`config.mk`:
```
export PLATFORM = sky130hd
export DESIGN_NAME = irqagg_top
export DESIGN_NICKNAME = d
export VERILOG_FILES = /design/src/rtl/irqagg_pkg.sv /design/src/rtl/irqagg_line.sv /design/src/rtl/irqagg_regs.sv /design/src/rtl/irqagg_restart.sv /design/src/rtl/irqagg_top.sv
export SDC_FILE = /design/constraint.sdc
export NUM_CORES = 1
export LEC_CHECK = 0
export BUFFER_PORTS_ARGS = -buffer_cell sky130_fd_sc_hd__buf_4
export CORE_UTILIZATION = 55
export DETAILED_ROUTE_END_ITERATION = 6
export PLACE_DENSITY = 0.84
export SLEW_MARGIN = 20
export SYNTH_ARGS = -nofsm -noshare
export SYNTH_HDL_FRONTEND = slang
export SYNTH_SLANG_ARGS = --single-unit
```
`constraint.sdc`:
```
create_clock -name clk_i -period 2.4 [get_ports clk_i]
set_input_delay 0.24 -clock clk_i [delete_from_list [all_inputs] [get_ports clk_i]]
set_output_delay 0.24 -clock clk_i [all_outputs]
set_load 0.02 [all_outputs]
```
`src/rtl/irqagg_pkg.sv`:
```
package irqagg_pkg;

  localparam int unsigned REG_AW = 3;

  typedef enum logic [REG_AW-1:0] {
    RA_ENABLE   = 3'd0,
    RA_MODE     = 3'd1,
    RA_POLARITY = 3'd2,
    RA_DISMISS  = 3'd3,
    RA_STATUS   = 3'd4,
    RA_RESTART  = 3'd5
  } reg_addr_e;

endpackage

```
`src/rtl/irqagg_line.sv`:
```
// One interrupt line: polarity conditioning, level follow or edge latch.
module irqagg_line (
  input  logic clk_i,
  input  logic rst_ni,
  input  logic raw_i,
  input  logic active_high_i,
  input  logic edge_mode_i,
  input  logic enable_i,
  input  logic dismiss_i,
  output logic req_o
);

  logic cond_in;
  logic cond_q;
  logic pend_q;
  logic rise;

  assign cond_in = raw_i ^ ~active_high_i;
  assign rise    = cond_in & ~cond_q;

  always_ff @(posedge clk_i) begin
    if (!rst_ni) begin
      cond_q <= 1'b0;
      pend_q <= 1'b0;
    end else begin
      cond_q <= cond_in;
      pend_q <= edge_mode_i & ~dismiss_i & (pend_q | rise);
    end
  end

  assign req_o = enable_i & (edge_mode_i ? pend_q : cond_q);

endmodule

```
`src/rtl/irqagg_regs.sv`:
```
// Register file and single-cycle request port.
module irqagg_regs
  import irqagg_pkg::*;
#(
  parameter int unsigned           NUM_LINES    = 32,
  parameter int unsigned           CASCADE_IDX  = 31,
  parameter logic [NUM_LINES-1:0]  LINE_PRESENT = 32'h800F_FFFF
) (
  input  logic                 clk_i,
  input  logic                 rst_ni,
  input  logic                 bus_valid_i,
  input  logic                 bus_write_i,
  input  logic [REG_AW-1:0]    bus_addr_i,
  input  logic [NUM_LINES-1:0] bus_wdata_i,
  input  logic [NUM_LINES-1:0] status_i,
  output logic [NUM_LINES-1:0] enable_o,
  output logic [NUM_LINES-1:0] mode_o,
  output logic [NUM_LINES-1:0] polarity_o,
  output logic [NUM_LINES-1:0] dismiss_o,
  output logic                 wr_restart_o,
  output logic                 rsp_valid_o,
  output logic [NUM_LINES-1:0] rsp_rdata_o
);

  localparam logic [NUM_LINES-1:0] POL_RESET = NUM_LINES'(1) << CASCADE_IDX;

  logic                 wr_fire;
  logic                 rd_fire;
  logic [NUM_LINES-1:0] en_q;
  logic [NUM_LINES-1:0] mode_q;
  logic [NUM_LINES-1:0] pol_q;
  logic [NUM_LINES-1:0] dis_q;
  logic                 rv_q;
  logic [NUM_LINES-1:0] rd_q;
  logic [NUM_LINES-1:0] rd_mux;

  assign wr_fire = bus_valid_i & bus_write_i;
  assign rd_fire = bus_valid_i & ~bus_write_i;
  assign wr_restart_o = wr_fire & (bus_addr_i == RA_RESTART);

  always_comb begin
    rd_mux = '0;
    case (bus_addr_i)
      RA_ENABLE:   rd_mux = en_q;
      RA_MODE:     rd_mux = mode_q;
      RA_POLARITY: rd_mux = pol_q;
      RA_DISMISS:  rd_mux = dis_q;
      RA_STATUS:   rd_mux = status_i;
      default:     rd_mux = '0;
    endcase
  end

  always_ff @(posedge clk_i) begin
    if (!rst_ni) begin
      en_q   <= '0;
      mode_q <= '0;
      pol_q  <= POL_RESET;
      dis_q  <= '0;
      rv_q   <= 1'b0;
      rd_q   <= '0;
    end else begin
      rv_q <= rd_fire;
      if (rd_fire) rd_q <= rd_mux;
      if (wr_fire) begin
        case (bus_addr_i)
          RA_ENABLE:   en_q   <= bus_wdata_i & LINE_PRESENT;
          RA_MODE:     mode_q <= bus_wdata_i;
          RA_POLARITY: pol_q  <= bus_wdata_i;
          RA_DISMISS:  dis_q  <= bus_wdata_i;
          default:     ;
        endcase
      end
    end
  end

  assign enable_o    = en_q;
  assign mode_o      = mode_q;
  assign polarity_o  = pol_q;
  assign dismiss_o   = dis_q;
  assign rsp_valid_o = rv_q;
  assign rsp_rdata_o = rd_q;

endmodule

```
`src/rtl/irqagg_restart.sv`:
```
// Keyed restart pulse generator.
module irqagg_restart #(
  parameter int unsigned          DATA_W = 32,
  parameter logic [DATA_W-1:0]    KEY    = 32'h0000_DEAD
) (
  input  logic              clk_i,
  input  logic              rst_ni,
  input  logic              wr_i,
  input  logic [DATA_W-1:0] wdata_i,
  output logic              pulse_o
);

  logic pulse_q;

  always_ff @(posedge clk_i) begin
    if (!rst_ni) pulse_q <= 1'b0;
    else         pulse_q <= wr_i & (wdata_i == KEY);
  end

  assign pulse_o = pulse_q;

endmodule

```
`src/rtl/irqagg_top.sv`:
```
module irqagg_top
  import irqagg_pkg::*;
#(
  parameter int unsigned          NUM_LINES    = 32,
  parameter int unsigned          CASCADE_IDX  = 31,
  parameter logic [NUM_LINES-1:0] LINE_PRESENT = 32'h800F_FFFF,
  parameter logic [NUM_LINES-1:0] RESTART_KEY  = 32'h0000_DEAD
) (
  input  logic                 clk_i,
  input  logic                 rst_ni,
  input  logic [NUM_LINES-1:0] line_raw_i,
  input  logic                 bus_valid_i,
  output logic                 bus_ready_o,
  input  logic                 bus_write_i,
  input  logic [REG_AW-1:0]    bus_addr_i,
  input  logic [NUM_LINES-1:0] bus_wdata_i,
  output logic                 rsp_valid_o,
  output logic [NUM_LINES-1:0] rsp_rdata_o,
  output logic                 irq_o,
  output logic                 sys_restart_o
);

  logic [NUM_LINES-1:0] enable_w;
  logic [NUM_LINES-1:0] mode_w;
  logic [NUM_LINES-1:0] pol_w;
  logic [NUM_LINES-1:0] dismiss_w;
  logic [NUM_LINES-1:0] status_w;
  logic                 wr_restart;

  assign bus_ready_o = 1'b1;

  irqagg_regs #(
    .NUM_LINES   (NUM_LINES),
    .CASCADE_IDX (CASCADE_IDX),
    .LINE_PRESENT(LINE_PRESENT)
  ) u_regs (
    .clk_i        (clk_i),
    .rst_ni       (rst_ni),
    .bus_valid_i  (bus_valid_i),
    .bus_write_i  (bus_write_i),
    .bus_addr_i   (bus_addr_i),
    .bus_wdata_i  (bus_wdata_i),
    .status_i     (status_w),
    .enable_o     (enable_w),
    .mode_o       (mode_w),
    .polarity_o   (pol_w),
    .dismiss_o    (dismiss_w),
    .wr_restart_o (wr_restart),
    .rsp_valid_o  (rsp_valid_o),
    .rsp_rdata_o  (rsp_rdata_o)
  );

  for (genvar gi = 0; gi < NUM_LINES; gi++) begin : g_line
    irqagg_line u_line (
      .clk_i         (clk_i),
      .rst_ni        (rst_ni),
      .raw_i         (line_raw_i[gi]),
      .active_high_i (pol_w[gi]),
      .edge_mode_i   (mode_w[gi]),
      .enable_i      (enable_w[gi] & LINE_PRESENT[gi]),
      .dismiss_i     (dismiss_w[gi]),
      .req_o         (status_w[gi])
    );
  end

  assign irq_o = |status_w;

  irqagg_restart #(
    .DATA_W(NUM_LINES),
    .KEY   (RESTART_KEY)
  ) u_restart (
    .clk_i   (clk_i),
    .rst_ni  (rst_ni),
    .wr_i    (wr_restart),
    .wdata_i (bus_wdata_i),
    .pulse_o (sys_restart_o)
  );

endmodule

```
==> results.json <==
{
  "reg2reg_depth": 4,
  "synthArstFlopShare": 0,
  "cp-startpoint": "u_regs.mode_o[11]",
  "nets": 1078,
  "clkTransAtPathRegs_ns": 0.07,
  "final-hold-violation-count": 0,
  "crit_cells": 5,
  "hold_class": "in2reg",
  "cp_cell_sequence": "mux2_4, a222oi_1, nand3_1, or3_4, buf_6",
  "hp-start": "line_raw_i[19]",
  "slew-limit-headroom": 0.419,
  "port_buffers": 94,
  "n_fill_cell": 1119,
  "synth_nets": 1005,
  "overflow": 0,
  "antenna_found_initial": 0,
  "avgSynthCellArea_um2": 8.58,
  "status": "finished, violations left",
  "synth.area.mux_share": 0.105,
  "yosysSeqAreaShare": 0.482,
  "timing.final.crit_share": 1.01,
  "cts_buffers": 17,
  "cpMaxStageDelayCell": "a222oi_1",
  "crit_type": "reg2out",
  "antenna_cells": 0,
  "holdWs_ns": 0.0540,
  "syn_inst": 934,
  "synth_compound_area_frac": 0.154,
  "synth_flop_cell": "dfxtp_1",
  "power_leakage_nw": 3.53,
  "first_global_vias": 6823,
  "die_h_um": 123,
  "rows": 43,
  "track_usage": 0.300,
  "io_pins": 107,
  "most-common-layout-cells": "256 x nand2_1, 191 x dfxtp_1, 137 x a21oi_1",
  "worstReg2RegStart": "u_regs.mode_o[11]",
  "drtIter0Drc": 787,
  "max-cap-violations": 0,
  "htree_levels": 4,
  "cp_max_fo": 3,
  "start_util": 0.571,
  "netlist-cell-type-count": 39,
  "end_kind": "primary output",
  "die_w_um": 123,
  "arrival_ns": 2.17,
  "worstMarginPinSlew_ns": 0.869,
  "cts_buffer_depth": 2,
  "crit_buf_inv": 1,
  "violations": "setup timing",
  "setup_viol": 1,
  "drc": 0,
  "fmax_mhz": 414,
  "ys_seq_elements": 193,
  "worstPathRequired_ns": 2.16,
  "clockRootBuffer": "clkbuf_16",
  "yosys.area_share.simple": 0.196,
  "drt-total-wl_mm": 21.7,
  "layout_commonest_cell": "nand2_1",
  "wl_per_cell_um": 18.1,
  "crit_family": "simple AND/OR/NAND/NOR gates",
  "final_max_slew_viol_count": 0,
  "synth_edf_count": 0,
  "irDropWorstVdd_mv": 0.515,
  "p_per_area_nw_per_um2": 713,
  "syn-cell-area_um2": 8010,
  "dp_cells": 1166,
  "vias": 7183,
  "cts.sinks": 193,
  "skew_ns": 0.0117,
  "gp_congestion": 0.828,
  "grt_pass1_wl_mm": 34.3,
  "setup_slack_ns": -0.0131,
  "ys_warn_count": 0,
  "core_um2": 14000,
  "clk_latency_ns": 0.44,
  "area_delta_synth_final_pct": 18.5,
  "fp.dieArea_um2": 15100,
  "min_period_ns": 2.41,
  "vias_per_cell": 5.99,
  "drive_above_1_share": 0.208,
  "holdPathStages": 3,
  "ant_nets": 0,
  "synth_xor_area_frac": 0.0230,
  "cts_tree": "built",
  "max_stage_delay_ns": 0.40,
  "synth_top_family_by_area": "simple AND/OR/NAND/NOR gates",
  "final_cells": 1200,
  "grt_max_degree": 148,
  "dr.pass1.iters": 7,
  "synthAdderAreaFrac": 0,
  "rsz0062_at_grt": "true",
  "hpwl_mm": 13.7,
  "startpoint_type": "register"
}
==> report_power, final <==
group	total (mW)	internal, mW	leakage, nW	switching (mW)
clock network	2.91	1.66	0.296	1.24
logic	0.550	0.217	1.66	0.334
registers	3.31	3.27	1.57	0.0416
==> state kept, by name, summed over array words and instances, names as in the netlist <==
signal                cells
u_regs.enable_o          21
u_regs.rsp_rdata_o       32
g_line.u_line.cond_q     21
u_regs.polarity_o        32
u_regs.mode_o            32
u_restart.pulse_o         1
g_line.u_line.pend_q     21
u_regs.rsp_valid_o        1
u_regs.dismiss_o         32
==> cell families after synthesis <==
logic type | count (synthesis)
compound gates | 211
xor+xnor | 21
buf+inv | 71
flops | 193
mux | 53
other cells | 1
simple gates | 384
==> layout make-up <==
type                       count  area, um2  share of cell area
sequential                   193       3870               0.407
multi-input combinational    670       3860               0.407
timing repair buffer         119        910              0.0958
clock buffer                  18        439              0.0463
tap                          180        225              0.0237
clock inverter                14        161              0.0170
inverter                       6       25.0             0.00264
==> worst paths after layout <==
path | slack (ns) | endpoint
setup / recovery | -0.01 | irq_o
hold / removal | 0.05 | g_line[19].u_line.cond_q
setup reg to reg | 0.89 | u_regs.rsp_rdata_o[11]
hold reg to reg | 0.44 | g_line[2].u_line.pend_q
==> cell usage after synthesis (all sizes together), types with 21 or more instances <==
cell type  instances  area share
buf               34       0.023
dfxtp            193        0.48
nor2              75       0.035
mux4              21       0.060
clkbuf            31       0.015
mux2              30       0.043
o21ai             21       0.013
nand2            256        0.12
a21oi            137       0.086
nor3              23       0.014
==> repair_timing <==
| action | in CTS | in global routing |
|---|---|---|
| pin swaps | 1 | 2 |
| buffers inserted | 0 | 2 |
| setup endpoints to repair | 1 | 1 |
| hold buffers | 0 | 0 |
| gates resized for setup | 3 | 4 |
==> per-layer routing <==
layer / track usage / part of all wire / up-vias
li1: - / - / 3366
met4: 0.149 / 0.031 / 0
met2: 0.476 / 0.47 / 366
met1: 0.388 / 0.41 / 3389
met5: 0 / 0 / -
met3: 0.0595 / 0.092 / 62
==> per-stage QoR <==
| step | setup WS (ns) | cell area [um2] | TNS [ns] | total power [mW] | utilization |
|---|---|---|---|---|---|
| 6_report | -0.0131 | 9490 | -0.0131 | 6.77 | 0.676 |
| 4_1_cts | 0.000610 | 9460 | 0 | 6.76 | 0.674 |
| 3_5_place_dp | 0.425 | 8850 | 0 | 3.92 | 0.630 |
| 2_1_floorplan | 0.688 | 8010 | 0 | 3.67 | - |
| 5_1_grt | -0.00897 | 9490 | -0.00897 | 6.97 | 0.676 |
| 3_3_place_gp | 0.427 | 8850 | 0 | 3.91 | 0.630 |
==> worst reg2reg max path, delay by kind of cell, from the launching register on <==
| family | cells | cell delay [ns] |
|---|---|---|
| AOI/OAI and AO/OA | 2 | 0.46 |
| muxes | 1 | 0.44 |
| DFF | 1 | 0.34 |
| buffers and inverters | 1 | 0.14 |
No activity file was read; power rests on OpenSTA's default activity.
